File: config.mk
export PLATFORM = sky130hd
export DESIGN_NAME = tmr_capture_chan
export DESIGN_NICKNAME = d
export VERILOG_FILES = /design/src/rtl/tcap_pkg.sv /design/src/rtl/tcap_infilt.sv /design/src/rtl/tcap_evsel.sv /design/src/rtl/tmr_capture_chan.sv
export SDC_FILE = /design/constraint.sdc
export NUM_CORES = 1
export LEC_CHECK = 0
export BUFFER_PORTS_ARGS = -buffer_cell sky130_fd_sc_hd__buf_2
export CAP_MARGIN = 5
export CORE_UTILIZATION = 40
export CTS_CLUSTER_SIZE = 14
export DETAILED_ROUTE_END_ITERATION = 10
export GPL_TIMING_DRIVEN = 1
export PLACE_DENSITY = 0.69
export SLEW_MARGIN = 20
export SYNTH_ARGS = -nofsm -noshare
export SYNTH_HDL_FRONTEND = slang
export SYNTH_HIERARCHICAL = 1
export SYNTH_SLANG_ARGS = --single-unit
export TNS_END_PERCENT = 100
File: constraint.sdc
create_clock -name clk -period 3.3 [get_ports clk]
set_input_delay 0.165 -clock clk [delete_from_list [all_inputs] [get_ports clk]]
set_output_delay 0.165 -clock clk [all_outputs]
set_load 0.02 [all_outputs]
File: src/rtl/tcap_pkg.sv
package tcap_pkg;
   typedef enum logic [1:0] {
      SRC_OFF  = 2'd0,
      SRC_OWN  = 2'd1,
      SRC_PEER = 2'd2,
      SRC_TRIG = 2'd3
   } src_e;

   typedef enum logic [1:0] {
      POL_RISE = 2'b00,
      POL_FALL = 2'b01,
      POL_ALT  = 2'b10,
      POL_BOTH = 2'b11
   } pol_e;

   // edge hit for the chosen polarity, from current and previous level
   function automatic logic edge_hit(pol_e p, logic cur, logic prv);
      logic rise, fall;
      rise = cur & ~prv;
      fall = ~cur & prv;
      case (p)
         POL_FALL: edge_hit = fall;
         POL_BOTH: edge_hit = rise | fall;
         default:  edge_hit = rise;
      endcase
   endfunction
endpackage

File: src/rtl/tcap_infilt.sv
module tcap_infilt #(
   parameter int FW = 4
) (
   input  logic          clk,
   input  logic          rst_n,
   input  logic          raw_i,
   input  logic [FW-1:0] len_i,
   output logic          filt_o
);
   generate
      if (FW < 1) begin : g_bad_fw
         $error("tcap_infilt: FW must be at least 1");
      end
   endgenerate

   logic          s1_q, s2_q;
   logic [FW-1:0] run_q;

   always_ff @(posedge clk) begin
      if (!rst_n) begin
         s1_q   <= 1'b0;
         s2_q   <= 1'b0;
         filt_o <= 1'b0;
         run_q  <= '0;
      end else begin
         s1_q <= raw_i;
         s2_q <= s1_q;
         if (len_i == '0) begin
            filt_o <= s2_q;
            run_q  <= '0;
         end else if (s2_q == filt_o) begin
            run_q <= '0;
         end else if (run_q >= len_i - 1'b1) begin
            filt_o <= s2_q;
            run_q  <= '0;
         end else begin
            run_q <= run_q + 1'b1;
         end
      end
   end

   // any move of the filtered level must take the synchronized level
   assert_filt_follows_R2: assert property (@(posedge clk) disable iff (!rst_n)
      !$stable(filt_o) |-> (filt_o == $past(s2_q)));
endmodule

File: src/rtl/tcap_evsel.sv
module tcap_evsel
   import tcap_pkg::*;
#(
   parameter int PSC_BITS = 2
) (
   input  logic                clk,
   input  logic                rst_n,
   input  logic                own_f,
   input  logic                peer_f,
   input  logic                trig_p,
   input  logic [1:0]          mode_i,
   input  logic [1:0]          pol_i,
   input  logic [PSC_BITS-1:0] psc_i,
   input  logic                cap_en_i,
   output logic                eff_o
);
   localparam int PCW = (1 << PSC_BITS) - 1;

   generate
      if (PSC_BITS < 1 || PSC_BITS > 3) begin : g_bad_psc
         $error("tcap_evsel: PSC_BITS must be 1..3");
      end
   endgenerate

   src_e           src;
   pol_e           pol;
   logic           own_q, peer_q;
   logic           hit;
   logic [PCW-1:0] pc_q, lim;

   assign src = src_e'(mode_i);
   assign pol = pol_e'(pol_i);

   always_comb begin
      lim = '0;
      for (int i = 0; i < PCW; i++) begin
         if (i < int'(psc_i)) lim[i] = 1'b1;
      end
   end

   always_comb begin
      case (src)
         SRC_OWN:  hit = edge_hit(pol, own_f, own_q);
         SRC_PEER: hit = edge_hit(pol, peer_f, peer_q);
         SRC_TRIG: hit = trig_p;
         default:  hit = 1'b0;
      endcase
   end

   assign eff_o = cap_en_i && hit && (pc_q >= lim);

   always_ff @(posedge clk) begin
      if (!rst_n) begin
         own_q  <= 1'b0;
         peer_q <= 1'b0;
         pc_q   <= '0;
      end else begin
         own_q  <= own_f;
         peer_q <= peer_f;
         if (!cap_en_i)    pc_q <= '0;
         else if (hit)     pc_q <= (pc_q >= lim) ? '0 : pc_q + 1'b1;
      end
   end

   // with N >= 2 two effective captures never come back to back
   assert_psc_gap_R7: assert property (@(posedge clk) disable iff (!rst_n)
      (eff_o && psc_i != '0) |=> (!eff_o || psc_i != $past(psc_i)));
endmodule

File: src/rtl/tmr_capture_chan.sv
module tmr_capture_chan
   import tcap_pkg::*;
#(
   parameter int CW       = 16,
   parameter int FW       = 4,
   parameter int PSC_BITS = 2,
   parameter bit IS_FIRST = 1'b1
) (
   input  logic                clk,
   input  logic                rst_n,
   input  logic                ch_in,
   input  logic                ch_in_n1,
   input  logic                ch_in_n2,
   input  logic                peer_filt,
   input  logic                trig_pulse,
   input  logic [CW-1:0]       cnt_val,
   input  logic                cfg_xor_sel,
   input  logic [FW-1:0]       cfg_filt_len,
   input  logic [1:0]          cfg_pol,
   input  logic [1:0]          cfg_mode,
   input  logic [PSC_BITS-1:0] cfg_psc,
   input  logic                cfg_cap_en,
   input  logic                cfg_irq_en,
   input  logic                cfg_dma_en,
   input  logic                wr_ccr,
   input  logic [CW-1:0]       wr_data,
   input  logic                sw_gen,
   input  logic                clr_cap,
   input  logic                clr_ovr,
   output logic [CW-1:0]       ccr,
   output logic                cap_flag,
   output logic                ovr_flag,
   output logic                irq,
   output logic                dma_req
);
   generate
      if (CW < 2) begin : g_bad_cw
         $error("tmr_capture_chan: CW must be at least 2");
      end
   endgenerate

   logic raw_in, own_filt, eff;

   generate
      if (IS_FIRST) begin : g_xor_in
         assign raw_in = cfg_xor_sel ? (ch_in ^ ch_in_n1 ^ ch_in_n2) : ch_in;
      end else begin : g_plain_in
         logic unused_pins;
         assign unused_pins = cfg_xor_sel ^ ch_in_n1 ^ ch_in_n2;
         assign raw_in      = ch_in;
      end
   endgenerate

   tcap_infilt #(.FW(FW)) u_filt (
      .clk    (clk),
      .rst_n  (rst_n),
      .raw_i  (raw_in),
      .len_i  (cfg_filt_len),
      .filt_o (own_filt)
   );

   tcap_evsel #(.PSC_BITS(PSC_BITS)) u_evsel (
      .clk      (clk),
      .rst_n    (rst_n),
      .own_f    (own_filt),
      .peer_f   (peer_filt),
      .trig_p   (trig_pulse),
      .mode_i   (cfg_mode),
      .pol_i    (cfg_pol),
      .psc_i    (cfg_psc),
      .cap_en_i (cfg_cap_en),
      .eff_o    (eff)
   );

   always_ff @(posedge clk) begin
      if (!rst_n) begin
         ccr      <= '0;
         cap_flag <= 1'b0;
         ovr_flag <= 1'b0;
      end else begin
         if (eff)                                ccr <= cnt_val;
         else if (wr_ccr && cfg_mode == SRC_OFF) ccr <= wr_data;

         if (eff || sw_gen)  cap_flag <= 1'b1;
         else if (clr_cap)   cap_flag <= 1'b0;

         if (eff && cap_flag) ovr_flag <= 1'b1;
         else if (clr_ovr)    ovr_flag <= 1'b0;
      end
   end

   assign irq     = cap_flag & cfg_irq_en;
   assign dma_req = cap_flag & cfg_dma_en;

   assert_no_cap_when_off_R5: assert property (@(posedge clk) disable iff (!rst_n)
      (cfg_mode == SRC_OFF) |-> !eff);

   assert_ccr_locked_R6: assert property (@(posedge clk) disable iff (!rst_n)
      (cfg_mode != SRC_OFF && !eff) |=> $stable(ccr));

   assert_flag_on_capture_R8: assert property (@(posedge clk) disable iff (!rst_n)
      eff |=> cap_flag);

   assert_ovr_cause_R9: assert property (@(posedge clk) disable iff (!rst_n)
      $rose(ovr_flag) |-> ($past(cap_flag) && $past(eff)));

   assert_swgen_sets_R11: assert property (@(posedge clk) disable iff (!rst_n)
      sw_gen |=> cap_flag);
endmodule

==> out/qor.yml <==
setup_viol: 0
synthSimpleGateAreaFrac_pct: 14.48
synth.largest_area_cell: "dfxtp_1"
critical-path-max-stage-delay_ns: 0.45
arrival_ns: 2.74
yosysSeqAreaShare_pct: 34.07
fmax_mhz: 389.8
period_minus_slack_ns: 2.565
status: "completed"
final_core_util_pct: 54.91
synth_compound_area_share_pct: 21.15
final_cell_mix: "buf_2, dfxtp_1, mux2i_1"
grt_overflow: 0
clkSinkCount: 30
synth_adder_area_share_pct: 9.936
path_delay_family: "compound AO/OA/AOI/OAI gates"
cp_cell_sequence: "inv_1 -> ha_1 -> inv_1 -> mux2i_1 -> o211ai_2 -> and3_2 -> buf_4 -> mux2i_1 -> o21ai_0 -> o211a_1"
syn_to_final_growth_pct: 28.18
p_leak_nw: 1.228
place_ws_ns: 0.6748
cts_resized: 0
worst_slack_ns: 0.7346
grt_util_all_layers_pct: 15.99
final_hold_viol_count: 0
numPortBuffers: 76
yosysUniqueCellTypes: 41
pin_count: 77
cp_slowest_cell: "and3_2"
skew_ns: 0.005935
die_w_um: 68.39
ir_worst_vdd_mv: 0.2241
max-clock-path-buffers: 2
syn_area_sq_um: 1763
grt_pass1_vias: 1305
critical_path.max_fanout: 21
synthFlopType: "dfxtp_1"
ys_ff_latch: 30
clk_pin_slew_ns: 0.07
netlist_instances: 175
maxCapViolCount: 0
wl_per_cell_um: 12.07
hp-class: "in2reg"
required_ns: 3.47
ant_nets: 0
core-area_sq_um: 4115
rows: 23
muxShareOfSynthArea_pct: 10.79
fillers: 388
synth_area_leaders: "dfxtp_1, mux2i_1, ha_1"
finalMaxSlewViolations: 0
crit_path_end_kind: "flip-flop"
start_util_pct: 42.84
synth-warning-count: 6
cts_tree: "yes"
rsz0062_at_grt: "no"
drive_above_1_share_pct: 38.65
worst-path-buf-inv: 3
dpl.hpwl_um: 2706
async_flop_share_pct: 0
antenna_found_initial: 0
grt_first_pass_wirelength_um: 5526
synthXorXnorAreaFrac_pct: 3.478
tightest_slew_ns: 0.5811
seq_area_sq_um: 600.6
r2r_slack_ns: 0.73
finalNetCount: 321
drtIter0Drc: 47
synth_edf_count: 0
worst-setup-path-type: "reg2reg"
insertion_delay_ns: 0.28
cts_setup_buffers: 0
drc_errors: 0
die_area_sq_um: 4677
powerDensity_nw_per_um2: 399.4
wirelength_um: 3634
vias: 1523
mostFrequentLayoutCell: "buf_2"
yosysTopAreaCellShare_pct: 34.07
multiInputGateArea_sq_um: 1055
die-height_um: 68.39
fin_tns_setup_ns: 0
routabilityCongestion: 0.8324
grt_max_degree: 28
cts_hold_buf: 0
cts_made_buffers: 5
avgViaCountPerCell: 5.060
drtPass1Iterations: 4
maxSlewHeadroom_pct: 61.22
avgSynthCellArea_sq_um: 10.07
syn-num-nets: 246
critPathLaunchType: "flip-flop"
synth_top_family_by_area: "compound AO/OA/AOI/OAI gates"
htreeDepth: 2
period_share_pct: 77.74
root_buffer: "clkbuf_8"
antenna_cells: 0
==> per-layer routing <==
metal / vias to the layer above / track usage (%) / part of all wire [%]
met3: 5 / 3.833 / 5.1
met2: 38 / 26.47 / 48
met4: 0 / 7.813 / 1.6
li1: 784 / - / -
met1: 696 / 19.16 / 46
met5: - / 0 / 0
==> report_power, final <==
| part | internal, W | switching [W] | leakage, nW |
|---|---|---|---|
| Sequential | 0.000380 | 0.00000963 | 0.245 |
| Clock | 0.000222 | 0.000138 | 0.0579 |
| Combinational | 0.0000751 | 0.0000786 | 0.925 |
| Total | 0.000677 | 0.000226 | 1.23 |
==> registers in the layout (all words and copies together), names as in the netlist <==
name and count:
u_filt/s1_q 1, cap_flag 1, u_evsel/peer_q 1, u_filt/filt_o 1
ccr 16, u_filt/run_q 4, ovr_flag 1, u_evsel/own_q 1
u_evsel/pc_q 3, u_filt/s2_q 1
==> metrics by stage <==
stage	cell area, sq um	instances	total power, W	hold WS (ns)
6_report	2260	301	0.0009026	0.1055
5_1_grt	2260	301	0.0009510	0.1125
4_1_cts	2260	301	0.0009117	0.1052
3_5_place_dp	2151	293	0.0005514	0.3961
3_3_place_gp	2151	293	0.0005499	0.3918
2_1_floorplan	1763	175	0.0004894	0.2867
==> area by class of cell <==
cell class                      instances  share of cell area [%]
Clock inverter                          3                   1.772
Sequential cell                        30                   26.58
Timing Repair Buffer                   77                   17.16
Multi-Input combinational cell        124                   46.68
Clock buffer                            5                   3.045
Tap cell                               50                   2.769
Inverter                               12                   1.993
==> kinds of logic after synthesis <==
| logic type | count (synthesis) |
|---|---|
| simple gates | 37 |
| fa+ha+maj | 14 |
| buf+inv | 21 |
| compound gates | 47 |
| flops | 30 |
| xor+xnor | 7 |
| mux | 19 |
==> synth_stat cells (2+ instances only) <==
master and number:
dfxtp_1 30, mux2i_1 19, o21ai_0 17, o211a_1 16, ha_1 14, inv_1 12
and2_1 6, nand2_1 6, nor2_1 6, xnor2_1 4, a211oi_1 3, buf_6 3
clkbuf_1 3, xor2_1 3, a21o_1 2, a41o_1 2, and3_2 2, buf_2 2
nand2b_1 2, nor2b_1 2
==> worst paths after layout <==
path | from | end | cells after the start
max | u_filt/filt_o | ccr[5] | 10
min | sw_gen | cap_flag | 2
max reg2reg | u_filt/filt_o | ccr[5] | 10
min reg2reg | u_filt/s1_q | u_filt/s2_q | 1
(Power assumes the default switching activity.)
